### config.mk
export PLATFORM = sky130hd
export DESIGN_NAME = pairFaultGuard
export DESIGN_NICKNAME = d
export VERILOG_FILES = /design/src/rtl/pfgPkg.sv /design/src/rtl/pfgDetect.sv /design/src/rtl/pfgRegs.sv /design/src/rtl/pairFaultGuard.sv
export SDC_FILE = /design/constraint.sdc
export NUM_CORES = 1
export LEC_CHECK = 0
export BUFFER_PORTS_ARGS = -buffer_cell sky130_fd_sc_hd__buf_2
export CELL_PAD_IN_SITES_DETAIL_PLACEMENT = 1
export CELL_PAD_IN_SITES_GLOBAL_PLACEMENT = 1
export CORE_MARGIN = 2
export CORE_UTILIZATION = 40
export DETAILED_ROUTE_END_ITERATION = 7
export GPL_ROUTABILITY_DRIVEN = 0
export PLACE_DENSITY_LB_ADDON = 0.1
export SYNTH_ARGS = -nofsm -noshare
export SYNTH_HDL_FRONTEND = slang
export SYNTH_HIERARCHICAL = 1
export SYNTH_SLANG_ARGS = --single-unit
### constraint.sdc
create_clock -name clk -period 1.73 [get_ports clk]
set_input_delay 0.346 -clock clk [delete_from_list [all_inputs] [get_ports clk]]
set_output_delay 0.346 -clock clk [all_outputs]
set_load 0.05 [all_outputs]
### src/rtl/pfgPkg.sv
`timescale 1ns/1ps
package pfgPkg;
  localparam int NUM_REQ  = 4;
  localparam int NUM_PAIR = 3;
  localparam int REG_W    = 16;

  typedef enum logic [1:0] {
    MODE_LEVEL  = 2'b00,
    MODE_FALL   = 2'b01,
    MODE_HOLD_S = 2'b10,
    MODE_HOLD_L = 2'b11
  } reqMode_e;

  // configuration from control to datapath
  typedef struct packed {
    logic [NUM_REQ-1:0][1:0] mode;
    logic                    cmpEn;
  } detCfg_t;

  // detection strobes from datapath to control
  typedef struct packed {
    logic [NUM_REQ-1:0] reqHit;
    logic               cmpHit;
  } hitStrobe_t;
endpackage

### src/rtl/pfgDetect.sv
`timescale 1ns/1ps
module pfgDetect
  import pfgPkg::*;
#(
  parameter int HOLD_SHORT = 8,
  parameter int HOLD_LONG  = 16
) (
  input  logic                clk,
  input  logic                rstN,
  input  logic [NUM_REQ-1:0]  reqPinN,
  input  logic [NUM_PAIR-1:0] pairA,
  input  logic [NUM_PAIR-1:0] pairB,
  input  detCfg_t             cfg,
  output hitStrobe_t          hit
);
  localparam int CW = $clog2(HOLD_LONG + 1);
  localparam logic [CW-1:0] SHORT_M1 = CW'(HOLD_SHORT - 1);
  localparam logic [CW-1:0] LONG_M1  = CW'(HOLD_LONG - 1);
  localparam logic [CW-1:0] CNT_SAT  = CW'(HOLD_LONG);

  logic [NUM_REQ-1:0]  reqQ, reqPrevQ, reqHitVec;
  logic [NUM_PAIR-1:0] bothLowRaw, bothLowQ, bothLowPrevQ;

  assign bothLowRaw = ~pairA & ~pairB;

  always_ff @(posedge clk or negedge rstN) begin
    if (!rstN) begin
      reqQ         <= '1;
      reqPrevQ     <= '1;
      bothLowQ     <= '0;
      bothLowPrevQ <= '0;
    end else begin
      reqQ         <= reqPinN;
      reqPrevQ     <= reqQ;
      bothLowQ     <= bothLowRaw;
      bothLowPrevQ <= bothLowQ;
    end
  end

  for (genvar gi = 0; gi < NUM_REQ; gi++) begin : g_req
    logic [CW-1:0] lowCnt;   // sampled lows before the current one
    reqMode_e      modeSel;

    assign modeSel = reqMode_e'(cfg.mode[gi]);

    always_ff @(posedge clk or negedge rstN) begin
      if (!rstN)           lowCnt <= '0;
      else if (reqQ[gi])   lowCnt <= '0;
      else if (lowCnt != CNT_SAT) lowCnt <= lowCnt + 1'b1;
    end

    assign reqHitVec[gi] =
        (modeSel == MODE_LEVEL)  ? ~reqQ[gi] :
        (modeSel == MODE_FALL)   ? (reqPrevQ[gi] & ~reqQ[gi]) :
        (modeSel == MODE_HOLD_S) ? (~reqQ[gi] && lowCnt >= SHORT_M1) :
                                   (~reqQ[gi] && lowCnt >= LONG_M1);
  end

  assign hit.reqHit = reqHitVec;
  assign hit.cmpHit = cfg.cmpEn & |(bothLowQ & bothLowPrevQ);

  // a pair fault needs a low-low seen at the pins on two consecutive edges
  p_lowlow_two_r2: assert property (@(posedge clk) disable iff (!rstN)
    hit.cmpHit |-> ($past(|bothLowRaw, 1) && $past(|bothLowRaw, 2)));
endmodule

### src/rtl/pfgRegs.sv
`timescale 1ns/1ps
module pfgRegs
  import pfgPkg::*;
(
  input  logic                    clk,
  input  logic                    rstN,
  input  logic                    regAddr,
  input  logic                    regWr,
  input  logic                    regRd,
  input  logic [REG_W-1:0]        regWrData,
  output logic [REG_W-1:0]        regRdData,
  input  hitStrobe_t              hit,
  output detCfg_t                 cfg,
  output logic [2*NUM_PAIR-1:0]   pinOe,
  output logic                    irq
);
  localparam int MODE_LSB = 0;
  localparam int IEN_LSB  = 2 * NUM_REQ;
  localparam int FLAG_LSB = IEN_LSB + NUM_REQ;
  localparam int CMP_EN_BIT  = 0;
  localparam int CMP_IEN_BIT = 1;
  localparam int CMP_FLAG_BIT = REG_W - 1;

  logic [2*NUM_REQ-1:0] modeQ;
  logic [NUM_REQ-1:0]   reqIenQ, reqFlagQ, reqArmQ;
  logic [NUM_REQ-1:0]   reqClr, reqFlagD, reqArmD;
  logic cmpEnQ, cmpIenQ, cmpFlagQ, cmpArmQ;
  logic cmpClr, cmpFlagD, cmpArmD;
  logic wrIn, wrOut, rdIn, rdOut, anyFlag;

  assign wrIn  = regWr && !regAddr;
  assign wrOut = regWr &&  regAddr;
  assign rdIn  = regRd && !regAddr;
  assign rdOut = regRd &&  regAddr;

  // clear needs a prior read that returned the flag set; new hits win
  assign reqClr   = {NUM_REQ{wrIn}} & ~regWrData[FLAG_LSB +: NUM_REQ] & reqArmQ;
  assign reqFlagD = hit.reqHit | (reqFlagQ & ~reqClr);
  assign reqArmD  = reqFlagD & ~reqClr & (reqArmQ | ({NUM_REQ{rdIn}} & reqFlagQ));

  assign cmpClr   = wrOut && !regWrData[CMP_FLAG_BIT] && cmpArmQ;
  assign cmpFlagD = hit.cmpHit | (cmpFlagQ & ~cmpClr);
  assign cmpArmD  = cmpFlagD & ~cmpClr & (cmpArmQ | (rdOut & cmpFlagQ));

  always_ff @(posedge clk or negedge rstN) begin
    if (!rstN) begin
      modeQ    <= '0;
      reqIenQ  <= '0;
      reqFlagQ <= '0;
      reqArmQ  <= '0;
      cmpEnQ   <= 1'b0;
      cmpIenQ  <= 1'b0;
      cmpFlagQ <= 1'b0;
      cmpArmQ  <= 1'b0;
    end else begin
      if (wrIn) begin
        modeQ   <= regWrData[MODE_LSB +: 2*NUM_REQ];
        reqIenQ <= regWrData[IEN_LSB +: NUM_REQ];
      end
      if (wrOut) begin
        cmpEnQ  <= regWrData[CMP_EN_BIT];
        cmpIenQ <= regWrData[CMP_IEN_BIT];
      end
      reqFlagQ <= reqFlagD;
      reqArmQ  <= reqArmD;
      cmpFlagQ <= cmpFlagD;
      cmpArmQ  <= cmpArmD;
    end
  end

  always_comb begin
    regRdData = '0;
    if (regAddr) begin
      regRdData[CMP_EN_BIT]   = cmpEnQ;
      regRdData[CMP_IEN_BIT]  = cmpIenQ;
      regRdData[CMP_FLAG_BIT] = cmpFlagQ;
    end else begin
      regRdData[MODE_LSB +: 2*NUM_REQ] = modeQ;
      regRdData[IEN_LSB +: NUM_REQ]    = reqIenQ;
      regRdData[FLAG_LSB +: NUM_REQ]   = reqFlagQ;
    end
  end

  assign cfg.mode  = modeQ;
  assign cfg.cmpEn = cmpEnQ;
  assign anyFlag   = |reqFlagQ | cmpFlagQ;
  assign pinOe     = {2*NUM_PAIR{~anyFlag}};
  assign irq       = |(reqFlagQ & reqIenQ) | (cmpFlagQ & cmpIenQ);

  // flags never drop without a register write
  p_flag_sticky_r8: assert property (@(posedge clk) disable iff (!rstN)
    !regWr |=> (((reqFlagQ & $past(reqFlagQ)) == $past(reqFlagQ)) &&
                (cmpFlagQ || !$past(cmpFlagQ))));

  // comparison flag only rises while comparison was enabled
  p_cmp_gated_r3: assert property (@(posedge clk) disable iff (!rstN)
    $rose(cmpFlagQ) |-> $past(cmpEnQ));

  // outputs come back only right after a write
  p_oe_release_r9: assert property (@(posedge clk) disable iff (!rstN)
    $rose(pinOe[0]) |-> $past(regWr));

  // interrupt only with some enable set
  p_irq_enable_r10: assert property (@(posedge clk) disable iff (!rstN)
    irq |-> (|reqIenQ || cmpIenQ));
endmodule

### src/rtl/pairFaultGuard.sv
`timescale 1ns/1ps
module pairFaultGuard
  import pfgPkg::*;
#(
  parameter int HOLD_SHORT = 8,
  parameter int HOLD_LONG  = 16
) (
  input  logic                  clk,
  input  logic                  rstN,
  input  logic                  regAddr,
  input  logic                  regWr,
  input  logic                  regRd,
  input  logic [REG_W-1:0]      regWrData,
  output logic [REG_W-1:0]      regRdData,
  input  logic [NUM_REQ-1:0]    reqPinN,
  input  logic [NUM_PAIR-1:0]   pairA,
  input  logic [NUM_PAIR-1:0]   pairB,
  output logic [2*NUM_PAIR-1:0] pinOe,
  output logic                  irq
);
  detCfg_t    cfg;
  hitStrobe_t hit;

  pfgDetect #(.HOLD_SHORT(HOLD_SHORT), .HOLD_LONG(HOLD_LONG)) i_detect (
    .clk(clk), .rstN(rstN), .reqPinN(reqPinN),
    .pairA(pairA), .pairB(pairB), .cfg(cfg), .hit(hit)
  );

  pfgRegs i_regs (
    .clk(clk), .rstN(rstN), .regAddr(regAddr), .regWr(regWr), .regRd(regRd),
    .regWrData(regWrData), .regRdData(regRdData), .hit(hit), .cfg(cfg),
    .pinOe(pinOe), .irq(irq)
  );
endmodule

Yosys cells after proc, flatten, opt, wreduce, memory -nomap -nowiden
Index checks and enable logic that the tools add are counted.

Memory bits (writable): 0. Memories kept: 0. Bits in latches: 0. Register bits after elaboration: 58. ROM bits: 0.

Bitwise logic cells: 35. Shifts and indexed selects: 0. Multiplexer cells: 23. Reduce and logical (&&, ||, !) cells: 27. Eq/ne operators: 12. $mul: 0. Divide/modulo/power cells: 0. Magnitude comparators: 8. Add/sub/neg operators: 4.

Operators with widths (number): $mux 5 (8); $and 4x4->4 (7); $add 5x1->5 const B (4); $ge 5x3->1 const B (4); $ge 5x4->1 const B (4); $ne 5x5->1 const B (4); $logic_and 1x1->1 (14); $mux 1 (13); $mux 13 (1); $and 1x1->1 (10); $eq 2x1->1 const B (4); $eq 2x2->1 const B (4); $logic_not 2->1 (4); $not 4->4 (2); $or 4x4->4 (2); $reduce_bool 2->1 (4); $reduce_or 4->1 (2); $and 3x3->3 (2); $not 1->1 (6); $not 3->3 (2); $or 1x1->1 (4); $reduce_or 3->1 (1); $logic_not 1->1 (2); $mux 2 (1).

Longest topological paths before layout
Word-level depth: 9. Mapped depth: 8. Depth with buffers taken out: 8.

Modules after synthesis
The synthesis kept the hierarchy.

By module, submodules not included: pfgDetect (cells an instance 145, area each 1641.6 µm², instances 1); pfgRegs (cells an instance 101, area each 1275.0 µm², instances 1).

Worst setup path before layout
OpenSTA, ideal clock, no wires.

Kind: register to output. Start: register i_regs.reqFlagQ[1]. End: output port pinOe[1]. Required time: 1.384 ns. Slack: -0.679 ns. Buffers on the path: 1. Arrival time: 2.063 ns. Cell stages (with the launch flop): 4. Cell sequence: dfrtp_1 -> or4_1 -> nor2_1 -> buf_4.

Longest elaborated chain between the ends: 3.

RTL lines: start, declared (RTL line pfgRegs.sv:25) `logic [NUM_REQ-1:0] reqIenQ, reqFlagQ, reqArmQ;`; start signal, assigned (RTL line pfgRegs.sv:64) `reqFlagQ <= reqFlagD;`; $reduce_or 4->1 (RTL line pfgRegs.sv:86) `assign anyFlag = |reqFlagQ | cmpFlagQ;`; $or 1x1->1 (RTL line pfgRegs.sv:86); $not 1->1 (RTL line pfgRegs.sv:87) `assign pinOe = {2*NUM_PAIR{~anyFlag}};`; end, declared (RTL line pairFaultGuard.sv:18) `output logic [2*NUM_PAIR-1:0] pinOe,`.

Every way passes these cells.

Worst setup path in the final report
Start: register i_regs.reqFlagQ[1]. End: output port pinOe[2].

The elaborated chain is that of the path after synthesis.

==> qor.csv <==
metric;value;unit
outcome;finished with violations;
violated checks;negative hold slack, negative setup slack;
PD cells;986;nW/um^2
initial antenna violation count;0;
Max-slew headroom;77.5;%
R2R setup slack;50;ps
count of nets after finishing;368;
Required @ worst endpoint;1380;ps
FF+latch count, synth;58;
worst reg-to-reg path cell count;6;
maximum VDD drop;0.000483;V
Sw Ratio;31.9;%
synthesized area per cell;11.9;um^2
Max FO, Critical Path;6;
# rows;31;
GRT Overall Usage;18.0;%
final setup vio count;7;
CTS Sinks;58;
top_reg_cell synth;dfrtp_1;
maxcap violations;0;
Die H;89.4;um
share of post-route cells with drive strength above 1;40.3;%
Root Buffer;clkbuf_8;
hpwl dp;4780;um
Seq/Total Area, Yosys;50.1;%
WL per Instance;15.5;um
Num CTS Buffers;9;
fin worst setup slack;-285;ps
initial cell density of the core;40.9;%
number of global-route vias before repair;2297;
Tcrit/Tclk final;116;%
Crit. End Element;output port;
worst-path cell chain;or4_4, nor2_4, buf_12, buf_12;
combinational share of power;24.9;%
clk_skew;6.30;ps
Slowest-stage cell, CP;or4_4;
Via density;5.00;
Die Wd;89.4;um
later-pin clock latency in the skew report;330;ps
CP startpoint;i_regs/reqFlagQ[1]$_DFF_PN0_;
Worst path max stage delay;540;ps
Post-Syn Area;2920;um^2
post-synthesis net count;289;
# diodes;0;
Least-Margin Pin Slew;338;ps
clock power share;29.0;%
core area;7140;um^2
Final ANT Viol Nets;0;
Period minus WS final;2010;ps
Lkg Pwr;0.00166;uW
final hold violation count;1;
CTS clk-pin slew, worst paths;60;ps
# DRC;0;
GRT Residual Overflow;0;
EDFF count, synth;0;
CP Buf/Inv Count;2;
Reg2Reg Launch Point;i_detect/g_req[1].lowCnt[0]$_DFFE_PN0P_;
synthesis-to-finish area growth;28.8;%
Final Max Slew Viols;0;
most used cell, CP;buf_12;
WP depth;4;
DRT iter0 DRCs;77;
DR pass1 iterations;4;
top cell type's share of synthesized area;42.9;%
Final Cell Area;3760;um^2
Hold Path Class;input port to async pin;
port bufs;53;
reg2reg end;i_regs/reqArmQ[1]$_DFF_PN0_;
sw power;1180;uW
CP endpoint;pinOe[2];
Synth area leaders;dfrtp_1, dfstp_2, mux2_4, ha_1, xnor2_1;
CP top delay family;simple AND/OR/NAND/NOR gates;
Post-synth ARST share;100;%
die area;7990;um^2
number of distinct library cells after synthesis;41;
Power Total;3700;uW
Int Power;2520;uW
CP Launch Type;flop;
Ys Warns;6;
first-pass GRT wire length;10800;um
DR vias;2143;
hold slack;-1.82;ps
worst-case clock buffer depth;2;
Setup CP Type;flop to output port;
Mapped Cells;246;
TritonCTS clock tree;built;
Arrival @ worst endpoint;1670;ps
Fmax;0.496;GHz
DP Area;3430;um^2
post-synth top area cell;dfrtp_1;
# H-tree levels;3;
Seq pwr share;46.1;%
I/O pin count;54;
largest net degree at the start of global routing;59;
final WL;6650;um
RSZ-0062 raised after global routing;yes;
[flip-flops by register name, indices dropped and copies added (netlist names)]
name,flops
i_regs/cmpFlagQ,1
i_regs/modeQ,8
i_detect/bothLowPrevQ,3
i_detect/bothLowQ,3
i_detect/g_req.lowCnt,20
i_regs/reqIenQ,4
i_regs/cmpArmQ,1
i_regs/cmpIenQ,1
i_detect/reqQ,4
i_detect/reqPrevQ,4
i_regs/cmpEnQ,1
i_regs/reqFlagQ,4
i_regs/reqArmQ,4
[per-stage QoR]
step	utilization (%)	instances	TNS [ps]	setup WS [ps]
global route	52.6	429	-2270	-320
CTS	50.7	427	-2110	-317
finish	52.6	429	-1850	-285
detailed placement	48.1	411	0	2.47
floorplan	-	246	-931	-186
global placement	48.1	411	0	40.7
[synthesized netlist by cell type, types with 2 or more instances]
cell type	count
and4bb_1	2
and4bb_2	2
nand2_1	3
mux2_2	5
nand4bb_1	4
dfrtp_1	50
a21oi_1	8
o2111a_1	2
nor2_1	16
nand3b_1	4
xnor2_1	10
buf_4	7
dfstp_2	8
xor2_1	2
ha_1	12
o21ai_0	5
and4_1	2
mux2i_1	6
a311oi_1	2
nand3_1	5
or3b_1	4
a21o_1	4
a222oi_1	2
mux2_4	12
nor2b_1	13
inv_1	18
nor3b_1	8
and3_1	4
o22ai_1	4
a211oi_1	2
buf_6	3
nand4_1	4
nor3_1	4
nor2b_2	2
[worst min-delay path by stage]
stage	from	end	slack, ps
after floorplan	rstN	i_detect/bothLowPrevQ[0]$_DFF_PN0_	50
after global placement	i_detect/bothLowQ[0]$_DFF_PN0_	i_detect/bothLowPrevQ[0]$_DFF_PN0_	370
after detailed placement	i_detect/bothLowQ[0]$_DFF_PN0_	i_detect/bothLowPrevQ[0]$_DFF_PN0_	370
after CTS	rstN	i_regs/modeQ[3]$_DFFE_PN0N_	20
after global routing	rstN	i_detect/g_req[1].lowCnt[4]$_DFFE_PN0P_	20
final	rstN	i_detect/g_req[1].lowCnt[3]$_DFFE_PN0P_	-2
[what timing repair did]
action	4_1_cts	5_1_grt
hold buffers	0	0
hold endpoints to repair	0	0
pin swaps	2	4
setup endpoints to repair	8	12
setup buffers	0	2
resized for setup	10	28
[cells in the final DEF (no fill, tap or decap), drive strengths merged, types with 3 or more instances in the layout]
cell type	netlist	final
nand4	4	4
xnor2	10	10
a21o	5	5
a21oi	8	8
clkbuf	0	13
o21ai	5	5
ha	12	12
buf	11	79
o22ai	4	4
nor3b	8	8
nand2	4	4
clkinv	0	3
mux2i	6	6
nand3	5	5
or3b	4	4
nor2	16	16
dfrtp	50	50
and3	4	4
nand3b	4	4
mux2	17	17
dfstp	8	8
nand4bb	4	4
inv	18	18
nor2b	15	15
and4bb	4	4
nor3	4	4
[layer usage]
layer	vias up	GRT usage (%)	wire, um
li1	1020	-	-
met1	1079	21.9	2940
met2	34	30.8	3370
met3	10	3.60	207
met4	0	8.14	127
met5	-	0	0
[power by group through the flow]
stage | combinational [uW] | clock [uW] | sequential, uW
global route | 1010 | 1190 | 1740
detailed placement | 896 | 0 | 1730
finish | 923 | 1070 | 1710
CTS | 909 | 1110 | 1710
global placement | 876 | 0 | 1720
floorplan | 583 | 0 | 1710
[logic make-up after synthesis]
group	count (synthesis)	share of synthesized area, %
xor+xnor	12	3.60
flops	58	50.1
compound gates	32	7.51
simple gates	80	18.0
buf+inv	29	5.45
mux	23	10.2
fa+ha+maj	12	5.15
[final cells by class]
class | instances | area, um^2
repair buffers | 79 | 601
well taps | 99 | 124
multi-input cells | 159 | 1340
clock buffers | 13 | 149
fillers | 795 | 3380
flip-flops and latches | 58 | 1460
inverters | 18 | 67.6
clock inverters | 3 | 15.0
(Power assumes the default switching activity.)
